--- config.mk ---
export PLATFORM = sky130hd
export DESIGN_NAME = energyPulseGen
export DESIGN_NICKNAME = d
export VERILOG_FILES = /design/src/rtl/energyPulsePkg.sv /design/src/rtl/energyAccum.sv /design/src/rtl/energyPulseData.sv /design/src/rtl/energyPulseCtrl.sv /design/src/rtl/energyPulseGen.sv
export SDC_FILE = /design/constraint.sdc
export NUM_CORES = 1
export LEC_CHECK = 0
export BUFFER_PORTS_ARGS = -buffer_cell sky130_fd_sc_hd__buf_2
export CORE_MARGIN = 2
export CORE_UTILIZATION = 58
export DETAILED_ROUTE_END_ITERATION = 16
export MAX_ROUTING_LAYER = met4
export PLACE_DENSITY_LB_ADDON = 0.05
export SYNTH_ARGS = -nofsm -noshare
export SYNTH_HDL_FRONTEND = slang
export SYNTH_SLANG_ARGS = --single-unit
--- constraint.sdc ---
create_clock -name clk -period 5.85 [get_ports clk]
set_clock_uncertainty 0.2 [all_clocks]
set_input_delay 0.2925 -clock clk [delete_from_list [all_inputs] [get_ports clk]]
set_output_delay 0.2925 -clock clk [all_outputs]
set_load 0.01 [all_outputs]
--- src/rtl/energyPulsePkg.sv ---
`timescale 1ns/1ps
package energyPulsePkg;
  localparam int CH_ACT = 0;
  localparam int CH_REA = 1;

  // control -> datapath
  typedef struct packed {
    logic [1:0] take;   // request of that channel moves into the sequencer
  } ctlStrobe_t;

  // datapath -> control
  typedef struct packed {
    logic [1:0] pend;   // queued request per channel
    logic [1:0] neg;    // direction of the queued request
  } pendStat_t;

  typedef enum logic [1:0] {ST_IDLE, ST_SETUP, ST_LOW, ST_REST} seqState_t;
endpackage

--- src/rtl/energyAccum.sv ---
`timescale 1ns/1ps
module energyAccum #(
  parameter int IN_W  = 24,
  parameter int ACC_W = 32
) (
  input  logic                    clk,
  input  logic                    rstN,
  input  logic                    sampleValid,
  input  logic signed [IN_W-1:0]  energy,
  input  logic [ACC_W-2:0]        threshold,
  input  logic                    take,
  output logic                    pend,
  output logic                    neg
);
  logic signed [ACC_W-1:0] acc, sum, thrS, nextAcc;
  logic reqNow, reqNeg;

  always_comb begin
    sum     = acc + {{(ACC_W-IN_W){energy[IN_W-1]}}, energy};
    thrS    = $signed({1'b0, threshold});
    reqNow  = 1'b0;
    reqNeg  = 1'b0;
    nextAcc = sum;
    if (sum > thrS) begin
      reqNow  = 1'b1;
      nextAcc = sum - thrS;
    end else if (sum < -thrS) begin
      reqNow  = 1'b1;
      reqNeg  = 1'b1;
      nextAcc = sum + thrS;
    end
  end

  always_ff @(posedge clk or negedge rstN) begin
    if (!rstN) begin
      acc  <= '0;
      pend <= 1'b0;
      neg  <= 1'b0;
    end else begin
      if (sampleValid) acc <= nextAcc;
      if (sampleValid && reqNow && (!pend || take)) begin
        pend <= 1'b1;
        neg  <= reqNeg;
      end else if (take) begin
        pend <= 1'b0;
      end
    end
  end

  // a queued request is neither replaced nor lost by a later one
  a_r9_pend_hold: assert property (@(posedge clk) disable iff (!rstN)
    (pend && !take && sampleValid && reqNow) |=> (pend && $stable(neg)));
endmodule

--- src/rtl/energyPulseData.sv ---
`timescale 1ns/1ps
module energyPulseData
  import energyPulsePkg::*;
#(
  parameter int IN_W  = 24,
  parameter int ACC_W = 32
) (
  input  logic                    clk,
  input  logic                    rstN,
  input  logic                    sampleValid,
  input  logic signed [IN_W-1:0]  activeEnergy,
  input  logic signed [IN_W-1:0]  reactiveEnergy,
  input  logic [ACC_W-2:0]        threshold,
  input  ctlStrobe_t              strobe,
  output pendStat_t               stat
);
  localparam int N_CH = 2;

  logic signed [IN_W-1:0] chanEnergy [N_CH];
  logic [N_CH-1:0] pendV, negV;

  assign chanEnergy[CH_ACT] = activeEnergy;
  assign chanEnergy[CH_REA] = reactiveEnergy;

  for (genvar g = 0; g < N_CH; g++) begin : g_ch
    energyAccum #(.IN_W(IN_W), .ACC_W(ACC_W)) u_acc (
      .clk         (clk),
      .rstN        (rstN),
      .sampleValid (sampleValid),
      .energy      (chanEnergy[g]),
      .threshold   (threshold),
      .take        (strobe.take[g]),
      .pend        (pendV[g]),
      .neg         (negV[g])
    );
  end

  assign stat.pend = pendV;
  assign stat.neg  = negV;
endmodule

--- src/rtl/energyPulseCtrl.sv ---
`timescale 1ns/1ps
module energyPulseCtrl
  import energyPulsePkg::*;
#(
  parameter int SETUP_CYC  = 25,
  parameter int WIDTH_CYC  = 1000,
  parameter int PERIOD_CYC = 2048
) (
  input  logic       clk,
  input  logic       rstN,
  input  pendStat_t  stat,
  input  logic       e2Mode,
  input  logic [1:0] e3Mode,
  output ctlStrobe_t strobe,
  output logic       e1N,
  output logic       e2N,
  output logic       e3N
);
  localparam int REST_CYC = PERIOD_CYC - SETUP_CYC - WIDTH_CYC - 1;
  localparam int CNT_W    = $clog2(PERIOD_CYC + 1);
  localparam logic [CNT_W-1:0] SETUP_LAST = CNT_W'(SETUP_CYC - 1);
  localparam logic [CNT_W-1:0] WIDTH_LAST = CNT_W'(WIDTH_CYC - 1);
  localparam logic [CNT_W-1:0] REST_LAST  = CNT_W'(REST_CYC - 1);

  seqState_t state;
  logic [CNT_W-1:0] cnt;
  logic sel3, lastWas3, signNeg, pick3, anyPend, stLow, actLow, reaLow;

  always_comb begin
    anyPend = |stat.pend;
    pick3   = stat.pend[CH_REA] && !(stat.pend[CH_ACT] && lastWas3);
    strobe.take = 2'b00;
    if (state == ST_IDLE && anyPend) strobe.take = pick3 ? 2'b10 : 2'b01;
  end

  always_ff @(posedge clk or negedge rstN) begin
    if (!rstN) begin
      state    <= ST_IDLE;
      cnt      <= '0;
      sel3     <= 1'b0;
      lastWas3 <= 1'b0;
      signNeg  <= 1'b0;
    end else begin
      case (state)
        ST_IDLE: if (anyPend) begin
          state    <= ST_SETUP;
          cnt      <= '0;
          sel3     <= pick3;
          lastWas3 <= pick3;
          signNeg  <= pick3 ? stat.neg[CH_REA] : stat.neg[CH_ACT];
        end
        ST_SETUP: if (cnt == SETUP_LAST) begin
          state <= ST_LOW; cnt <= '0;
        end else cnt <= cnt + 1'b1;
        ST_LOW: if (cnt == WIDTH_LAST) begin
          state <= ST_REST; cnt <= '0;
        end else cnt <= cnt + 1'b1;
        default: if (cnt == REST_LAST) begin
          state <= ST_IDLE; cnt <= '0;
        end else cnt <= cnt + 1'b1;
      endcase
    end
  end

  assign stLow  = (state == ST_LOW);
  assign actLow = stLow && !sel3;
  assign reaLow = stLow && sel3;
  assign e1N    = !actLow;
  assign e2N    = e2Mode ? !reaLow : !signNeg;
  always_comb begin
    case (e3Mode)
      2'd0:    e3N = !reaLow;
      2'd1:    e3N = !signNeg;
      default: e3N = 1'b1;
    endcase
  end

  // ---- assertion support counters ----
  localparam int AGE_W = $clog2(SETUP_CYC + 1);
  logic [CNT_W-1:0] lowRun, sinceFall;
  logic [AGE_W-1:0] signAge;
  logic stLowQ, seenFall, signQ;

  always_ff @(posedge clk or negedge rstN) begin
    if (!rstN) begin
      lowRun <= '0; sinceFall <= '0; seenFall <= 1'b0; stLowQ <= 1'b0;
      signQ <= 1'b0; signAge <= AGE_W'(SETUP_CYC);
    end else begin
      stLowQ <= stLow;
      signQ  <= signNeg;
      lowRun <= stLow ? lowRun + 1'b1 : '0;
      if (stLow && !stLowQ) begin
        sinceFall <= CNT_W'(1); seenFall <= 1'b1;
      end else if (sinceFall != CNT_W'(PERIOD_CYC)) sinceFall <= sinceFall + 1'b1;
      if (signNeg != signQ) signAge <= AGE_W'(1);
      else if (signAge != AGE_W'(SETUP_CYC)) signAge <= signAge + 1'b1;
    end
  end

  // each pulse stays low for exactly the width
  a_r5_width: assert property (@(posedge clk) disable iff (!rstN)
    $fell(stLow) |-> (lowRun == CNT_W'(WIDTH_CYC)));
  // falls are at least a period apart
  a_r8_period: assert property (@(posedge clk) disable iff (!rstN)
    ($rose(stLow) && seenFall) |-> (sinceFall >= CNT_W'(PERIOD_CYC)));
  // direction is settled for the setup time before any fall
  a_r6_e2_setup: assert property (@(posedge clk) disable iff (!rstN)
    $rose(stLow) |-> (signAge >= AGE_W'(SETUP_CYC)));
  // active and reactive pulse pins never low together
  a_r10_no_overlap: assert property (@(posedge clk) disable iff (!rstN)
    (e3Mode == 2'd0) |-> (e1N || e3N));
endmodule

--- src/rtl/energyPulseGen.sv ---
`timescale 1ns/1ps
module energyPulseGen
  import energyPulsePkg::*;
#(
  parameter int IN_W       = 24,
  parameter int ACC_W      = 32,
  parameter int SETUP_CYC  = 25,
  parameter int WIDTH_CYC  = 1000,
  parameter int PERIOD_CYC = 2048
) (
  input  logic                   clk,
  input  logic                   rstN,
  input  logic                   sampleValid,
  input  logic signed [IN_W-1:0] activeEnergy,
  input  logic signed [IN_W-1:0] reactiveEnergy,
  input  logic [ACC_W-2:0]       threshold,
  input  logic                   e2Mode,
  input  logic [1:0]             e3Mode,
  output logic                   e1N,
  output logic                   e2N,
  output logic                   e3N
);
  ctlStrobe_t strobe;
  pendStat_t  stat;

  energyPulseData #(.IN_W(IN_W), .ACC_W(ACC_W)) u_data (
    .clk            (clk),
    .rstN           (rstN),
    .sampleValid    (sampleValid),
    .activeEnergy   (activeEnergy),
    .reactiveEnergy (reactiveEnergy),
    .threshold      (threshold),
    .strobe         (strobe),
    .stat           (stat)
  );

  energyPulseCtrl #(.SETUP_CYC(SETUP_CYC), .WIDTH_CYC(WIDTH_CYC),
                    .PERIOD_CYC(PERIOD_CYC)) u_ctrl (
    .clk    (clk),
    .rstN   (rstN),
    .stat   (stat),
    .e2Mode (e2Mode),
    .e3Mode (e3Mode),
    .strobe (strobe),
    .e1N    (e1N),
    .e2N    (e2N),
    .e3N    (e3N)
  );
endmodule

* Word level (Yosys, flattened, before mapping) *
Index checks and enable logic that the tools add are counted.

word-level totals
  flip-flop bits (word level) = 84
  output and inout port bits = 3

operators by class
  $add $sub $neg = 8
  order comparisons = 4
  equality and inequality tests = 9
  multiplexer cells = 29
  reduce and logical (&&, ||, !) cells = 26

operator list
  operator                                                           count
  32-bit adder                                                       4
  32-bit two-way mux                                                 4
  32-bit > comparator                                                2
  32-bit < comparator                                                2
  32-bit subtractor                                                  2
  12-bit two-way mux                                                 4
  12-bit case mux with 3 select lines                                1
  31-bit negation with 32-bit output                                 1
  12-bit by 10-bit == test with 1-bit output, second input constant  2
  12-bit by 1-bit adder with 12-bit output, second input constant    1
  12-bit by 5-bit == test with 1-bit output, second input constant   1
  1-bit two-way mux                                                  12
  2-bit two-way mux                                                  6
  1-bit logical AND                                                  9
  1-bit zero test                                                    7
  2-bit case mux with 3 select lines                                 1
  2-bit by 1-bit == test with 1-bit output, second input constant    2
  2-bit zero test                                                    2
  2-bit by 1-bit != test with 1-bit output, second input constant    2
  4-bit AND reduction                                                1
  2-bit nonzero test                                                 2
  4-bit nonzero test                                                 1
  2-bit == test, second input constant                               1
  1-bit logical OR                                                   2
  other kinds (4)                                                    4

* Longest topological paths before layout *
  depth in word-level cells = 8
  depth in mapped cells = 24
  mapped depth without buffers = 21

* By module *
Synthesis repeated with hierarchy kept, for this count alone.

unflattened totals
  cells, all modules = 2,290
  area total of the unflattened synthesis = 17,087.6 µm²

by module, submodules not included
  module                               times used  cells an instance  area an instance (µm²)
  energyAccum at u_data.g_ch[0].u_acc  1           1,073              8,124.0
  energyAccum at u_data.g_ch[1].u_acc  1           1,084              7,841.3
  energyPulseCtrl                      1           133                1,122.3

* Worst setup path before layout *
OpenSTA, ideal clock, no wires.

  path kind = register to register
  start = register u_data.g_ch[0].u_acc.acc[0]
  end = register u_data.g_ch[0].u_acc.acc[3]
  library setup time = 131 ps
  arrival = 5,196 ps
  data required time = 5,519 ps
  path slack = 323 ps
  cell stages (with the launch flop) = 23
  path buffers = 1
  clock period less this slack = 5,527 ps
  path through = dfrtp_1 ha_1 fa_1 a211oi_1 o21ai_0 a2111oi_0 nor2_1 a211o_1 a31o_2 a21oi_1 xnor2_1 ha_1 nand4_1 or2_2 nor3_1 o211ai_1 o211ai_1 mux2i_1 o21ai_2 buf_2 o221a_1 o221ai_1 o21ai_1

on the way
  word-level cells in the longest chain between the ends = 4

RTL lines
  item                                                        line                                  RTL
  start: declaration                                          energyAccum.sv:15                     logic signed [ACC_W-1:0] acc, sum, thrS, nextAcc;
  start signal: assignment                                    energyAccum.sv:40                     if (sampleValid) acc <= nextAcc;
  32-bit adder (*)                                            energyAccum.sv:19                     sum = acc + {{(ACC_W-IN_W){energy[IN_W-1]}}, energy};
  32-bit adder / 32-bit < comparator (equally long branches)  energyAccum.sv:30, energyAccum.sv:27
  32-bit two-way mux                                          energyAccum.sv:27                     end else if (sum < -thrS) begin
  32-bit two-way mux (*)                                      energyAccum.sv:24                     if (sum > thrS) begin

Mark *: on every way between the ends. The rest lies on a longest branch, timed or not.
A chain may end at the register's enable or synchronous reset.

* Worst setup path in the final report *
  start = register u_data.g_ch[1].u_acc.acc[0]
  end = register u_data.g_ch[1].u_acc.acc[9]

on the way
  word-level cells in the longest chain between the ends = 4

RTL lines
  item                                                        line
  start: declaration                                          energyAccum.sv:15
  start signal: assignment                                    energyAccum.sv:40
  32-bit adder (*)                                            energyAccum.sv:19
  32-bit adder / 32-bit < comparator (equally long branches)  energyAccum.sv:30, energyAccum.sv:27
  32-bit two-way mux                                          energyAccum.sv:27
  32-bit two-way mux (*)                                      energyAccum.sv:24

Marks and branches as above.

==> results.sh <==
export IMPL_critPathLaunch="u_data.g_ch[1].u_acc.acc[0]"
export IMPL_global_route_usage_total=0.373
export IMPL_synth_ff_type="sky130_fd_sc_hd__dfrtp_1"
export IMPL_place_congestion=1.00
export IMPL_synth_compound_gate_area_share=0.319
export IMPL_synthesis_yosys_warnings=0
export IMPL_die_w_um=170
export IMPL_clock_path_buffers=2
export IMPL_multi_input_area_mm2=0.0133
export IMPL_slew_violations=0
export IMPL_rows=60
export IMPL_netlist_area_mm2=0.0161
export IMPL_vias=17400
export IMPL_grt_antenna_before_repair=1
export IMPL_synth_lib_cells_used_distinct=91
export IMPL_setup_viol=0
export IMPL_path_delay_family="compound AO/OA/AOI/OAI gates"
export IMPL_synthDominantCellAreaShare=0.201
export IMPL_max_freq_mhz=175
export IMPL_clk_latency_ns=0.38
export IMPL_slowest_delay_ns=0.50
export IMPL_grt_overflow_total=0
export IMPL_post_synth_fa_ha_maj_area_fraction=0.208
export IMPL_worst_pin_slew_ns=0.731
export IMPL_r2r_start="u_data.g_ch[1].u_acc.acc[0]"
export IMPL_setup_crit_start_kind="flop"
export IMPL_firstDrtPassIters=5
export IMPL_yosysTopAreaCell="sky130_fd_sc_hd__ha_1"
export IMPL_postSynthCellCount=2162
export IMPL_tritoncts_num_sinks=84
export IMPL_first_global_vias=16400
export IMPL_worstHoldPathType="in2async"
export IMPL_fin_crit_sh=0.979
export IMPL_avg_vias_per_cell=6.43
export IMPL_areaGrowthSynthToFinish_pct=14.3
export IMPL_grt_max_degree=57
export IMPL_buffer_and_inverter_count_on_the_worst_path=2
export IMPL_worstPathRequired_ns=5.93
export IMPL_yosys_area_share_xor_xnor=0.0616
export IMPL_drcViolationCount=0
export IMPL_critPathCaptureType="flop"
export IMPL_cts_inserted_buffers=9
export IMPL_setup_ws_ns=0.121
export IMPL_wl_per_cell_um=19.9
export IMPL_timing_final_hold_violations=0
export IMPL_post_synth_and_or_nand_nor_area_fraction=0.210
export IMPL_clk_pin_slew_ns=0.09
export IMPL_final_cell_mix="sky130_fd_sc_hd__ha_1 (257), sky130_fd_sc_hd__nor2_1 (224), sky130_fd_sc_hd__a21oi_1 (194), sky130_fd_sc_hd__nand2_1 (168), sky130_fd_sc_hd__buf_4 (155)"
export IMPL_synth_avg_cell_area_um2=7.43
export IMPL_timing_max_cap_violations=0
export IMPL_cts_root_buffer_cell="sky130_fd_sc_hd__clkbuf_16"
export IMPL_largest_family_of_logic_cells_by_synthesized_area="compound AO/OA/AOI/OAI gates"
export IMPL_portBuffers=87
export IMPL_final_common_cell="sky130_fd_sc_hd__ha_1"
export IMPL_regArea_mm2=0.00210
export IMPL_fp_dieH_um=170
export IMPL_first_pass_grt_wire_length_mm=84.0
export IMPL_time_the_worst_path_needs_with_i_o_delays_and_setup_ns=5.73
export IMPL_h_tree_depth=3
export IMPL_crit_slowest_cell="sky130_fd_sc_hd__a2111oi_1"
export IMPL_crit_fanout=12
export IMPL_floorplan_die_area_mm2=0.0291
export IMPL_synthArstFlopShare=1.00
export IMPL_final_fill_count=2425
export IMPL_nNetsFinal=2673
export IMPL_detailed_place_hpwl_mm=43.8
export IMPL_ys_ff_latch=84
export IMPL_relSlewSlack=0.508
export IMPL_syn_num_nets=2511
export IMPL_drt_wl_total_mm=53.7
export IMPL_floorplan_initialDensity=0.593
export IMPL_timing_critical_path_cells="ha_1 > fa_1 > a211oi_2 > o211ai_1 > nand2b_1 > nor2b_1 > o21a_1 > nor2_1 > xnor2_1 > ha_2 > o21ai_0 > a2111oi_1 > o21ai_1 > a221oi_2 > buf_4 > o21ai_1 > a21oi_2 > nand2_2 > buf_4 > mux2_2 > mux2_2 > a31oi_2"
export IMPL_ant_nets=0
export IMPL_crit_arrival_ns=5.81
export IMPL_initialDrtViolationCount=1493
export IMPL_critPathKind="reg2reg"
export IMPL_cts_tree="built"
export IMPL_synth_top_area_cells="sky130_fd_sc_hd__ha_1 (20%), sky130_fd_sc_hd__dfrtp_1 (13%), sky130_fd_sc_hd__a21oi_1 (6.1%), sky130_fd_sc_hd__nor2_1 (5.3%), sky130_fd_sc_hd__xnor2_1 (4.8%)"
export IMPL_design_core_area_mm2=0.0271
export IMPL_synth_enable_flop_cells=0
export IMPL_drive_above_1_share=0.149
export IMPL_place_worst_setup_slack_ns=-0.133
export IMPL_run_status="finished, final reports clean"
export IMPL_seq_area_frac_synth=0.131
export IMPL_num_io_pins=88
export IMPL_synth_area_mux_share=0.0163
## final timing paths
path	slack (ns)	endpoint	cells after the start
max	0.12	u_data.g_ch[1].u_acc.acc[9]	22
min	0.18	u_data.g_ch[1].u_acc.acc[31]	2
max reg2reg	0.12	u_data.g_ch[1].u_acc.acc[9]	22
min reg2reg	0.30	u_data.g_ch[0].u_acc.acc[13]	1
max in group asynchronous	4.17	u_data.g_ch[0].u_acc.acc[2]	3
min in group clk	0.21	u_data.g_ch[0].u_acc.acc[3]	2
## per-layer routing
metal	vias to the layer above	global-route usage	wire length (µm)
li1	8417	-	-
met1	8150	0.453	22800
met2	639	0.628	25700
met3	158	0.0393	2740
met4	0	0.163	2390
met5	-	-	0
## logic make-up (layout without fill, tap and decap cells)
group | count (synthesis) | count (layout)
AO/OA/AOI/OAI | 750 | 750
XOR/XNOR | 113 | 113
adder cells (fa/ha/maj) | 264 | 264
buffers and inverters | 218 | 385
flip-flops | 84 | 84
multiplexers | 24 | 24
other | 0 | 1
AND/OR/NAND/NOR | 709 | 709
## flip-flops by register name, summed over array words and instances (netlist names)
signal,count
u_data.g_ch.u_acc.acc,64
u_data.g_ch.u_acc.neg,2
u_ctrl.state,2
u_ctrl.signNeg,1
u_data.g_ch.u_acc.pend,2
u_ctrl.sel3,1
u_ctrl.cnt,12
## metrics by stage
| step | util | instance area, µm² | hold slack [ns] | TNS [ns] | std cells |
|---|---|---|---|---|---|
| 3_3_place_gp | 0.657 | 17800 | 0.0444 | 0 | 2680 |
| 6_report | 0.678 | 18400 | 0.180 | 0 | 2702 |
| 5_1_grt | 0.678 | 18400 | 0.227 | -0.845 | 2702 |
| 3_5_place_dp | 0.657 | 17800 | 0.0523 | -1.29 | 2680 |
| 4_1_cts | 0.669 | 18100 | 0.198 | 0 | 2697 |
| 2_1_floorplan | - | 16100 | -0.203 | 0 | 2162 |
## repair_timing
item / CTS / global route
resized for setup: 4 / 41
pin swaps: 1 / 11
setup buffers: 0 / 4
hold buffers: 1 / 0
endpoints found under the setup margin: 20 / 66
endpoints found under the hold margin: 31 / 0
gates cloned: 0 / 0
## synth_stat cells, types with 10 or more instances
cell,n
sky130_fd_sc_hd__a211oi_1,37
sky130_fd_sc_hd__a21o_1,63
sky130_fd_sc_hd__a21oi_1,195
sky130_fd_sc_hd__a221o_1,12
sky130_fd_sc_hd__a221oi_1,22
sky130_fd_sc_hd__a2bb2oi_1,11
sky130_fd_sc_hd__a31oi_1,35
sky130_fd_sc_hd__a41oi_1,10
sky130_fd_sc_hd__and3_1,23
sky130_fd_sc_hd__buf_2,24
sky130_fd_sc_hd__clkbuf_1,69
sky130_fd_sc_hd__dfrtp_1,84
sky130_fd_sc_hd__ha_1,258
sky130_fd_sc_hd__inv_1,121
sky130_fd_sc_hd__mux2i_1,15
sky130_fd_sc_hd__nand2_1,168
sky130_fd_sc_hd__nand2b_1,27
sky130_fd_sc_hd__nand3_1,48
sky130_fd_sc_hd__nand4_1,27
sky130_fd_sc_hd__nor2_1,227
sky130_fd_sc_hd__nor2b_1,30
sky130_fd_sc_hd__nor3_1,67
sky130_fd_sc_hd__nor4_1,16
sky130_fd_sc_hd__o211ai_1,26
sky130_fd_sc_hd__o21a_1,33
sky130_fd_sc_hd__o21ai_0,101
sky130_fd_sc_hd__o21bai_1,20
sky130_fd_sc_hd__o221ai_1,22
sky130_fd_sc_hd__o22ai_1,16
sky130_fd_sc_hd__o31ai_1,28
sky130_fd_sc_hd__or3_1,18
sky130_fd_sc_hd__xnor2_1,88
sky130_fd_sc_hd__xor2_1,25
## area by class of cell
cell class	instances	area share
sequential	84	0.114
clock inverter	7	0.00415
clock buffer	9	0.0123
tap	372	0.0253
multi-input combinational	1860	0.725
antenna	1	0.000136
inverter	121	0.0247
timing repair buffer	248	0.0942
Power is not shown: default switching activity piles up to over one toggle a cycle in this logic, so the estimate is an artifact.
